$ cat config.mk
export PLATFORM = sky130hd
export DESIGN_NAME = prefetch_q2
export DESIGN_NICKNAME = d
export VERILOG_FILES = /design/src/rtl/fq_pkg.sv /design/src/rtl/fq_ctrl.sv /design/src/rtl/fq_pc.sv /design/src/rtl/fq_slots.sv /design/src/rtl/prefetch_q2.sv
export SDC_FILE = /design/constraint.sdc
export NUM_CORES = 1
export LEC_CHECK = 0
export BUFFER_PORTS_ARGS = -buffer_cell sky130_fd_sc_hd__buf_2
export CORE_MARGIN = 3
export CORE_UTILIZATION = 25
export CTS_BUF_LIST = sky130_fd_sc_hd__clkbuf_4 sky130_fd_sc_hd__clkbuf_8
export DETAILED_ROUTE_END_ITERATION = 16
export PLACE_DENSITY = 0.49
export SYNTH_ARGS = -nofsm -noshare
export SYNTH_HDL_FRONTEND = slang
export SYNTH_SLANG_ARGS = --single-unit
$ cat constraint.sdc
create_clock -name clk_i -period 3.3 [get_ports clk_i]
set_input_delay 0.66 -clock clk_i [delete_from_list [all_inputs] [get_ports clk_i]]
set_output_delay 0.66 -clock clk_i [all_outputs]
set_load 0.01 [all_outputs]
$ cat src/rtl/fq_pkg.sv
package fq_pkg;
  localparam int NSLOT = 2;

  typedef enum logic [1:0] {
    ST_FILL0 = 2'd0,  // refill, first (non-sequential) access
    ST_FILL1 = 2'd1,  // refill, second access
    ST_NEXT  = 2'd2,  // single fetch after a step
    ST_RUN   = 2'd3   // queue full, opcode issued
  } fq_state_e;
endpackage

$ cat src/rtl/fq_ctrl.sv
module fq_ctrl
  import fq_pkg::*;
#(
  parameter bit RESET_HALF = 1'b0
) (
  input  logic clk_i,
  input  logic rst_ni,
  input  logic step_i,
  input  logic redir_i,
  input  logic half_mode_i,
  input  logic ready_i,
  output logic half_o,
  output logic valid_o,
  output logic req_o,
  output logic seq_o,
  output logic ld_o,
  output logic shift_o,
  output logic wr0_o,
  output logic wr1_o,
  output logic inc_o
);
  fq_state_e st_q, st_d;
  logic      half_q;
  logic      ack, take;

  assign req_o   = (st_q != ST_RUN);
  assign valid_o = (st_q == ST_RUN);
  assign seq_o   = (st_q != ST_FILL0);
  assign ack     = req_o & ready_i;
  assign take    = valid_o & step_i;
  assign ld_o    = take & redir_i;
  assign shift_o = take & ~redir_i;
  assign inc_o   = ack;
  assign wr0_o   = ack & (st_q == ST_FILL0);
  assign wr1_o   = ack & (st_q != ST_FILL0);
  assign half_o  = half_q;

  always_comb begin
    st_d = st_q;
    unique case (st_q)
      ST_FILL0: if (ack) st_d = ST_FILL1;
      ST_FILL1: if (ack) st_d = ST_RUN;
      ST_NEXT:  if (ack) st_d = ST_RUN;
      ST_RUN: begin
        if (ld_o)         st_d = ST_FILL0;
        else if (shift_o) st_d = ST_NEXT;
      end
      default:            st_d = ST_FILL0;
    endcase
  end

  always_ff @(posedge clk_i or negedge rst_ni) begin
    if (!rst_ni) begin
      st_q   <= ST_FILL0;
      half_q <= RESET_HALF;
    end else begin
      st_q <= st_d;
      if (ld_o) half_q <= half_mode_i;
    end
  end

  AST_MODE_KEEP: assert property (@(posedge clk_i) disable iff (!rst_ni)
    !ld_o |=> half_q == $past(half_q));

  AST_REDIR_NONSEQ: assert property (@(posedge clk_i) disable iff (!rst_ni)
    ld_o |=> req_o && !seq_o);
endmodule

$ cat src/rtl/fq_pc.sv
module fq_pc #(
  parameter int               AW         = 32,
  parameter logic [AW-1:0]    RESET_PC   = '0,
  parameter bit               RESET_HALF = 1'b0
) (
  input  logic          clk_i,
  input  logic          rst_ni,
  input  logic          ld_i,
  input  logic          ld_half_i,
  input  logic [AW-1:0] ld_pc_i,
  input  logic          inc_i,
  input  logic          half_i,
  output logic [AW-1:0] pc_o
);
  localparam logic [AW-1:0] MASK_H   = ~AW'(1);
  localparam logic [AW-1:0] MASK_W   = ~AW'(3);
  localparam logic [AW-1:0] STEP_H   = AW'(2);
  localparam logic [AW-1:0] STEP_W   = AW'(4);
  localparam logic [AW-1:0] PC_RESET = RESET_PC & (RESET_HALF ? MASK_H : MASK_W);

  logic [AW-1:0] pc_q;

  always_ff @(posedge clk_i or negedge rst_ni) begin
    if (!rst_ni)    pc_q <= PC_RESET;
    else if (ld_i)  pc_q <= ld_pc_i & (ld_half_i ? MASK_H : MASK_W);
    else if (inc_i) pc_q <= pc_q + (half_i ? STEP_H : STEP_W);
  end

  assign pc_o = pc_q;

  AST_PC_ALIGN: assert property (@(posedge clk_i) disable iff (!rst_ni)
    !pc_q[0] && (half_i || !pc_q[1]));
endmodule

$ cat src/rtl/fq_slots.sv
module fq_slots
  import fq_pkg::*;
#(
  parameter int IW = 32
) (
  input  logic          clk_i,
  input  logic          rst_ni,
  input  logic          shift_i,
  input  logic          wr0_i,
  input  logic          wr1_i,
  input  logic          half_i,
  input  logic [IW-1:0] wdata_i,
  output logic [IW-1:0] head_o
);
  localparam int HW = IW / 2;

  logic [IW-1:0] slot_q [NSLOT];
  logic [IW-1:0] wdat;

  // halfword fetch lands in the low half, upper half cleared
  assign wdat = half_i ? {{(IW-HW){1'b0}}, wdata_i[HW-1:0]} : wdata_i;

  for (genvar i = 0; i < NSLOT; i++) begin : g_slot
    if (i == 0) begin : g_head
      always_ff @(posedge clk_i or negedge rst_ni) begin
        if (!rst_ni)      slot_q[i] <= '0;
        else if (wr0_i)   slot_q[i] <= wdat;
        else if (shift_i) slot_q[i] <= slot_q[i+1];
      end
    end else begin : g_tail
      always_ff @(posedge clk_i or negedge rst_ni) begin
        if (!rst_ni)    slot_q[i] <= '0;
        else if (wr1_i) slot_q[i] <= wdat;
      end
    end
  end

  assign head_o = slot_q[0];

  AST_SHIFT_MOVES: assert property (@(posedge clk_i) disable iff (!rst_ni)
    shift_i |=> slot_q[0] == $past(slot_q[1]));

  AST_HALF_ZEXT: assert property (@(posedge clk_i) disable iff (!rst_ni)
    wr1_i && half_i |=> slot_q[1][IW-1:HW] == '0);
endmodule

$ cat src/rtl/prefetch_q2.sv
module prefetch_q2
  import fq_pkg::*;
#(
  parameter int            AW         = 32,
  parameter int            IW         = 32,
  parameter logic [AW-1:0] RESET_PC   = '0,
  parameter bit            RESET_HALF = 1'b0
) (
  input  logic          clk_i,
  input  logic          rst_ni,
  input  logic          half_mode_i,
  input  logic          step_i,
  input  logic          redirect_i,
  input  logic [AW-1:0] redirect_pc_i,
  output logic          issue_valid_o,
  output logic [IW-1:0] issue_op_o,
  output logic [AW-1:0] issue_pc_o,
  output logic [AW-1:0] pc_o,
  output logic          half_mode_o,
  output logic          bus_req_o,
  output logic [AW-1:0] bus_addr_o,
  output logic          bus_word_o,
  output logic          bus_seq_o,
  input  logic [IW-1:0] bus_rdata_i,
  input  logic          bus_ready_i
);
  localparam logic [AW-1:0] LAG_H = AW'(2 * NSLOT);
  localparam logic [AW-1:0] LAG_W = AW'(4 * NSLOT);

  logic          half, ld, shift, wr0, wr1, inc;
  logic [AW-1:0] pc;

  fq_ctrl #(.RESET_HALF(RESET_HALF)) u_ctrl (
    .clk_i       (clk_i),
    .rst_ni      (rst_ni),
    .step_i      (step_i),
    .redir_i     (redirect_i),
    .half_mode_i (half_mode_i),
    .ready_i     (bus_ready_i),
    .half_o      (half),
    .valid_o     (issue_valid_o),
    .req_o       (bus_req_o),
    .seq_o       (bus_seq_o),
    .ld_o        (ld),
    .shift_o     (shift),
    .wr0_o       (wr0),
    .wr1_o       (wr1),
    .inc_o       (inc)
  );

  fq_pc #(.AW(AW), .RESET_PC(RESET_PC), .RESET_HALF(RESET_HALF)) u_pc (
    .clk_i     (clk_i),
    .rst_ni    (rst_ni),
    .ld_i      (ld),
    .ld_half_i (half_mode_i),
    .ld_pc_i   (redirect_pc_i),
    .inc_i     (inc),
    .half_i    (half),
    .pc_o      (pc)
  );

  fq_slots #(.IW(IW)) u_slots (
    .clk_i   (clk_i),
    .rst_ni  (rst_ni),
    .shift_i (shift),
    .wr0_i   (wr0),
    .wr1_i   (wr1),
    .half_i  (half),
    .wdata_i (bus_rdata_i),
    .head_o  (issue_op_o)
  );

  assign pc_o        = pc;
  assign bus_addr_o  = pc;
  assign bus_word_o  = ~half;
  assign half_mode_o = half;
  assign issue_pc_o  = pc - (half ? LAG_H : LAG_W);

  AST_REQ_HOLD: assert property (@(posedge clk_i) disable iff (!rst_ni)
    bus_req_o && !bus_ready_i |=> bus_req_o && $stable(bus_addr_o)
      && $stable(bus_word_o) && $stable(bus_seq_o));

  AST_NONSEQ_ONCE: assert property (@(posedge clk_i) disable iff (!rst_ni)
    bus_req_o && !bus_seq_o && bus_ready_i |=> bus_req_o && bus_seq_o);

  AST_STEP_FETCH: assert property (@(posedge clk_i) disable iff (!rst_ni)
    issue_valid_o && step_i && !redirect_i |=> bus_req_o && bus_seq_o && !issue_valid_o);

  AST_BUSY_IGNORE: assert property (@(posedge clk_i) disable iff (!rst_ni)
    !issue_valid_o && !bus_ready_i |=> $stable(pc_o) && $stable(half_mode_o));
endmodule

Word-level counts from Yosys, hierarchy flattened
Index checks and enable logic that the tools add are counted.

Bits in registers: 99. Bits of input ports: 70. Word-level logic and storage cells: 42.

Add/subtract/negate cells: 2. Equal/unequal tests: 7. Mux-type cells: 13. Bitwise gates (word level): 9. Reductions and logical operators: 6.

Operators by type and width (count): $mux 32 (5); $add 32x32->32 (1); $and 32x32->32 (1); $sub 32x4->32 (1); $mux 2 (5); $and 1x1->1 (6); $pmux 2 s3 (1); $reduce_bool 2->1 (3); $eq 2x2->1 const B (2); $mux 4 (1); $ne 2x1->1 const B (2); $mux 3 (1); $ne 3x3->1 const B (1); $reduce_and 3->1 (1); $eq 2x1->1 const B (1); $logic_not 2->1 (1); $ne 2x2->1 const B (1); $not 1->1 (2); $reduce_or 2->1 (1).

Logic depth before layout (Yosys ltp)
Gate-level depths: netlist (run 1).

Word-level depth: 6. Mapped depth: 9. Mapped depth without buffers: 8.

Hierarchy
Synthesis (run 1) repeated with hierarchy kept, for this count alone.

Cells, all modules: 649. Area, all modules: 6198.4 µm².

Modules (own cells, without submodules): fq_slots (instances 1, cells each 275, area each 3099.2 µm²); fq_pc (instances 1, cells each 225, area each 1920.6 µm²); prefetch_q2 (instances 1, cells each 125, area each 945.9 µm²); fq_ctrl (instances 1, cells each 24, area each 232.7 µm²).

Worst setup path after synthesis (run 1)
Ideal clock, no wire load.

Path kind: register to output. Start point: reg u_pc.pc_q[2] (netlist: u_pc.pc_o[2]). End point: out issue_pc_o[14]. Data arrival time: 2107 ps. Data required time: 2640 ps. Setup slack: 533 ps. Stages on the path, launching flop included: 9. Buffers on the path: 0. Cell sequence: dfrtp_1 -> inv_1 -> ha_1 -> inv_1 -> fa_1 -> nor3_1 -> nand2_1 -> nor4_1 -> xor2_1.

Cells in the longest elaborated chain, start to end: 1.

RTL lines: start: declaration (RTL line fq_pc.sv:21) `logic [AW-1:0] pc_q;`; start signal: assignment (RTL line fq_pc.sv:25) `else if (ld_i) pc_q <= ld_pc_i & (ld_half_i ? MASK_H : MASK_W);`; start signal: assignment (RTL line fq_pc.sv:26) `else if (inc_i) pc_q <= pc_q + (half_i ? STEP_H : STEP_W);`; $sub 32x4->32 (RTL line prefetch_q2.sv:77) `assign issue_pc_o = pc - (half ? LAG_H : LAG_W);`; end: declaration (RTL line prefetch_q2.sv:17) `output logic [AW-1:0] issue_pc_o,`.

Every way passes these cells.

Worst setup path in the final report (run 1)
Start point: reg u_pc.pc_q[13] (netlist: u_pc.pc_o[13]). End point: out issue_pc_o[29].

Same word-level chain as after synthesis.

==> run metrics, run 1 <==
root buffer cell sky130_fd_sc_hd__clkbuf_8; Top FF cell, synth sky130_fd_sc_hd__dfrtp_1; global routing met1 resource utilization 0.171; Adder-Cell Fraction of Synth Area 0.0201; status finished, final reports clean; busiest layer in global routing met2; routed via count 4575; clock latency on the worst-skew pair just under 0.4 ns; post-DP HPWL ~12000 um; YS warnings 0; smallest hold slack roughly 0.30 ns; worst slew pin tran 0.767 ns; critical path data required time approximately 2.6 ns; max capacitance violation total 0; overall die area 24700 um2; proportion of synthesized flip-flops having asynchronous set or reset 1.00; complex-gate fraction of the synthesized area 0.0803; xor-xnor portion of the synthesized cell area 0.0827; Mean Syn Cell Area just over 9 um2; ratio of routed vias to standard cells ~4.4; maximum number of pins on one net before global-route repair 99; normalized max-slew margin 0.487; met3 Use GR 0.0294; post-route design area 6910 um2; multiplexer area fraction after synthesis 0.0948; worst clock skew on the final layout around 0.018 ns; Std-Cell Core Area 22200 um2; crit path capture type output port; dominant combinational cell family by area after synthesis simple AND/OR/NAND/NOR gates; time the worst path needs with I/O delays and setup 3.19 ns; residual antenna-violating net count after detailed routing 0; CTS clock-pin slew for the worst setup and hold paths 0.12 ns; TritonCTS clock tree built; leakage power total 3.38 nW; area share of the largest cell type after synthesis 0.429; H-tree depth 3; Tcrit/Tclk final 0.966; DRC 0; clock sinks 98; Port Buffer Count 198; Area Overhead vs Synth 20.9%; met2 Track Usage GR 0.201; hold buffers post-CTS 0; number of hold violations in the final report 0; Pwr per Cell Area 976 nW/um2; DRC marker count from the first detailed-route iteration 233; FMAX 314 MHz; fraction of final layout cells sized beyond drive strength 1 0.398; height of the die 157 um; number of enable-type register cells in the synthesized netlist 0; number of instances in the placed design 1012; post-layout power 6.75 mW; Worst setup SP type flip-flop; most frequent standard cell in the layout excluding fill and tap cells sky130_fd_sc_hd__buf_2; final setup violation count 0; final wirelength 16200 um; type of the tightest min-delay check in -> async; post-synthesis instance area 5720 um2; maximum root-to-sink buffer count 2; arrival time at the worst endpoint 2.53 ns; final standard cell count with taps included and fillers excluded 1033; end of the worst register-to-register path u_slots.slot_q[28]; share of synthesized area occupied by flip-flops and latches 0.429; unrepaired setup endpoints after global routing true; number of synthesized register bits 98; Filler Cells Inserted 2380; reg-to-reg slack, setup 0.92 ns; post-synthesis instance total 613; average detailed-routed wire length per instance 15.7 um; num rows 54; vias in the first global route 4295; top post-synthesis cells by area sky130_fd_sc_hd__dfrtp_1, sky130_fd_sc_hd__buf_4, sky130_fd_sc_hd__mux2_2; largest area contributor in the netlist sky130_fd_sc_hd__dfrtp_1; Worst R2R Path Depth 6; antenna violations before repair 2; type of the worst setup path reg -> out; count of final max-slew check failures 0; largest fanout of any net on the critical path 7; most used cells in the layout excluding fill and tap cells sky130_fd_sc_hd__buf_2, sky130_fd_sc_hd__nand2_1, sky130_fd_sc_hd__dfrtp_1, sky130_fd_sc_hd__o21ai_0, sky130_fd_sc_hd__xor2_1; worst IR drop on VDD 0.234 mV; number of distinct library cell variants in the gate-level netlist after synthesis 40; first drt pass iteration count 4; startpoint of the worst register-to-register path u_ctrl.st_q[0]; instance area after placement 6600 um2; Num CTS Buffers 9; global-route usage over all layers 0.126; effective utilization at floorplan 0.258; fin nets 825; final core utilization 0.312; top-level port count 203; synthesized-area fraction occupied by and/or/nand/nor cells 0.173; grt total ovfl 0; DIE WIDTH 157 um; Routability Congestion approximately 0.8; wire length of the first global-routing pass approximately 24000 um
-- worst max path at each step --
stage	from	end	slack (ns)	cells past startpoint
after floorplan	u_pc.pc_o[2]	issue_pc_o[14]	0.53	8
after global placement	u_ctrl.half_o	issue_pc_o[26]	0.18	8
after detailed placement	u_ctrl.half_o	issue_pc_o[26]	0.12	8
after CTS	u_pc.pc_o[13]	issue_pc_o[31]	0.005	6
after global routing	u_pc.pc_o[13]	issue_pc_o[29]	-0.03	6
final	u_pc.pc_o[13]	issue_pc_o[29]	0.11	6
-- worst max-delay path, cell delays in order (launching register included) --
cell,delay [ns]
sky130_fd_sc_hd__dfrtp_2,0.47
sky130_fd_sc_hd__or4_4,0.57
sky130_fd_sc_hd__and4b_2,0.39
sky130_fd_sc_hd__nand4_4,0.20
sky130_fd_sc_hd__nor3_2,0.22
sky130_fd_sc_hd__xor2_1,0.15
sky130_fd_sc_hd__buf_2,0.14
-- power breakdown --
part | switching [mW] | internal (mW)
Combinational | 1.93 | 1.54
Sequential | 0.606 | 1.79
Clock | 0.506 | 0.373
Total | 3.04 | 3.71
-- through the flow --
step | setup TNS [ns] | setup WS (ns)
finish | 0 | 0.113
global route | -0.0997 | -0.0310
CTS | 0 | 0.00507
detailed placement | 0 | 0.124
global placement | 0 | 0.178
floorplan | 0 | 0.533
-- kinds of logic after synthesis --
logic type,Yosys count
simple gates,200
buf+inv,113
flops,98
compound gates,89
xor+xnor,54
mux,50
fa+ha+maj,8
other cells,1
-- timing repair --
action | in CTS | in global routing
setup endpoints to repair | 10 | 14
setup buffers | 0 | 4
pin swaps | 1 | 3
gates resized for setup | 5 | 10
-- state kept, by name, indices dropped and copies added (netlist names) --
register and count:
u_ctrl.st_q 2, u_ctrl.half_o 1, u_pc.pc_o 31, u_slots.slot_q 32, u_slots.head_o 32
-- synth_stat cells (5+ instances only) --
cell type                   n
sky130_fd_sc_hd__nor3_1    12
sky130_fd_sc_hd__nor4_1     5
sky130_fd_sc_hd__mux2i_1   17
sky130_fd_sc_hd__dfrtp_1   98
sky130_fd_sc_hd__mux2_2    33
sky130_fd_sc_hd__buf_4     67
sky130_fd_sc_hd__a21oi_1   19
sky130_fd_sc_hd__nand2_1   96
sky130_fd_sc_hd__nor2_1    33
sky130_fd_sc_hd__o21ai_0   65
sky130_fd_sc_hd__clkbuf_1  29
sky130_fd_sc_hd__ha_1       6
sky130_fd_sc_hd__buf_2      6
sky130_fd_sc_hd__and3_1     5
sky130_fd_sc_hd__xnor2_1   15
sky130_fd_sc_hd__inv_1     10
sky130_fd_sc_hd__nand3_1   15
sky130_fd_sc_hd__xor2_1    39
sky130_fd_sc_hd__nand4_1   14
-- layer usage --
metal | routed length, um | vias to the layer above
li1 | - | 2259
met1 | 7330 | 2179
met2 | 7750 | 110
met3 | 765 | 23
met4 | 294 | 4
met5 | 27 | -
-- final cells by class --
type | instances | area, um2 | area share
multi-input combinational | 404 | 2650 | 0.383
sequential | 98 | 2460 | 0.356
timing repair buffer | 223 | 1190 | 0.173
tap | 280 | 350 | 0.0507
clock buffer | 9 | 124 | 0.0179
clock inverter | 7 | 95.1 | 0.0138
inverter | 11 | 41.3 | 0.00597
antenna | 1 | 2.50 | 0.000362
Power figures use the tool's default switching activity.
==> run 2, diff against run 1 <==
--- a/config.mk
+++ b/config.mk
@@ -5,6 +5,7 @@
 export SDC_FILE = /design/constraint.sdc
 export NUM_CORES = 1
 export LEC_CHECK = 0
+export ABC_CLOCK_PERIOD_IN_PS = 3300
 export BUFFER_PORTS_ARGS = -buffer_cell sky130_fd_sc_hd__buf_2
 export CORE_MARGIN = 3
 export CORE_UTILIZATION = 25
==> constraint.sdc (replaced) <==
create_clock -name clk_i -period 3.3 [get_ports clk_i]
set_input_delay 0.165 -clock clk_i [delete_from_list [all_inputs] [get_ports clk_i]]
set_output_delay 0.165 -clock clk_i [all_outputs]
set_load 0.01 [all_outputs]
==> run 2 against run 1 <==
  * Core utilization is 0.58 points higher
  * Final cell count is 1.5% higher
  * Sequential share of layout area is 0.75 points lower
  * Die area stayed put
  * Via count is 0.37% higher
  * Critical endpoint is now issue_pc_o[26]
  * Design area is 1.8% higher
  * Setup slack better by 0.29 ns
  * Worst hold slack worse by 0.26 ns
  * Flip-flop and latch count stayed put
  * Largest cell class unchanged
==> run metrics, run 2 (synthesis results as in run 1) <==
fin nets about 840; Area Overhead vs Synth 23.1%; root buffer cell sky130_fd_sc_hd__clkbuf_8; number of hold violations in the final report 0; Pwr per Cell Area 930 nW/um2; Tcrit/Tclk final 0.879; number of cells on the worst hold path 2; reg-to-reg slack, setup ~0.85 ns; clock sinks 98; height of the die 157 um; H-tree depth 3; type of the worst setup path reg -> out; Num CTS Buffers 9; num rows 54; first drt pass iteration count 4; TritonCTS clock tree built; status finished, final reports clean; end of the worst register-to-register path u_slots.slot_q[4]; Routability Congestion 0.814; effective utilization at floorplan 0.258; maximum root-to-sink buffer count 2; type of the tightest min-delay check in -> reg; CTS clock-pin slew for the worst setup and hold paths 0.10 ns; post-layout power 6.55 mW; most frequent standard cell in the layout excluding fill and tap cells sky130_fd_sc_hd__buf_2; ratio of routed vias to standard cells 4.38; DIE WIDTH 157 um; DRC marker count from the first detailed-route iteration between 200 and 250; top-level port count about 200; largest fanout of any net on the critical path 6; routed via count 4592; Endpoint, Worst Hold u_slots.slot_q[14]; final setup violation count 0; final core utilization 0.318; worst clock skew on the final layout ~0.018 ns; start point of the worst hold path bus_rdata_i[14]; maximum number of pins on one net before global-route repair 56; global-route usage over all layers 0.126; crit path capture type output port; grt total ovfl 0; leakage power total 3.43 nW; overall die area 24700 um2; fraction of final layout cells sized beyond drive strength 1 0.357; post-route setup TNS 0 ns; FMAX 345 MHz; post-place setup slack 0.586 ns; Port Buffer Count ~200; unrepaired setup endpoints after global routing false; average detailed-routed wire length per instance between 15 and 20 um; Std-Cell Core Area approximately 22000 um2; antenna violations before repair 0; normalized max-slew margin 0.352; count of final max-slew check failures 0; DRC 0; vias in the first global route 4355; residual antenna-violating net count after detailed routing 0; first element of the critical path u_ctrl.half_o; clock latency on the worst-skew pair 0.38 ns; max capacitance violation total 0; most used cells in the layout excluding fill and tap cells sky130_fd_sc_hd__buf_2, sky130_fd_sc_hd__dfrtp_1, sky130_fd_sc_hd__nand2_1, sky130_fd_sc_hd__o21ai_0, sky130_fd_sc_hd__xor2_1; post-DP HPWL 11600 um; Worst R2R Path Depth 4; startpoint of the worst register-to-register path u_ctrl.st_q[0]; worst slew pin tran 0.969 ns; Worst setup SP type flip-flop; post-route worst setup slack ~0.40 ns; time the worst path needs with I/O delays and setup approximately 2.9 ns; critical path data required time 3.13 ns; arrival time at the worst endpoint 2.74 ns; final wirelength 16100 um; worst IR drop on VDD 0.323 mV; wire length of the first global-routing pass 24500 um
[run 2: routing by layer]
metal	up-vias	GRT usage	routed length, um
li1	2294	-	-
met1	2181	0.168	7370
met2	98	0.208	7820
met3	19	0.0231	576
met4	0	0.0405	353
met5	-	0	0
[run 2: what timing repair did]
action / 4_1_cts / 5_1_grt
endpoints found under the hold margin: 82 / 0
buffers inserted: 0 / 0
setup endpoints to repair: 0 / 1
gates resized for setup: 0 / 1
hold buffers: 29 / 0
[run 2: worst max-delay path: stages (launching register included)]
cell,delay [ns]
sky130_fd_sc_hd__dfrtp_1,0.51
sky130_fd_sc_hd__ha_1,0.22
sky130_fd_sc_hd__inv_1,0.05
sky130_fd_sc_hd__fa_1,0.44
sky130_fd_sc_hd__nor3_2,0.37
sky130_fd_sc_hd__nand4_2,0.26
sky130_fd_sc_hd__nor3_1,0.23
sky130_fd_sc_hd__xnor2_1,0.14
sky130_fd_sc_hd__buf_2,0.15
[run 2: how the worst max path moves through the flow]
stage / to / slack, ns
floorplan: u_pc.pc_o[28] / 0.69
global placement: issue_pc_o[26] / 0.61
detailed placement: issue_pc_o[26] / 0.59
CTS: issue_pc_o[26] / 0.16
global route: issue_pc_o[20] / 0.20
finish: issue_pc_o[26] / 0.40
[run 2: final cells by class]
type / count / area (um2)
multi-input cells: 404 / 2600
fillers: 2360 / 15100
diodes: 1 / 2.50
clock buffers: 10 / 138
flip-flops and latches: 98 / 2450
clock inverters: 4 / 53.8
repair buffers: 241 / 1400
inverters: 11 / 41.3
well taps: 280 / 350
[run 2: metrics by stage]
stage	hold slack [ns]	instance area, um2	std cells
after floorplan	-0.131	5720	615
after global placement	0.301	6550	1005
after detailed placement	0.303	6550	1005
after CTS	0.00609	7030	1048
after global routing	0.0137	7040	1048
final	0.0382	7040	1049
[run 2: report_power, final]
part,internal [mW],switching (mW)
Clock,0.365,0.446
Sequential,1.79,0.695
Combinational,1.46,1.80
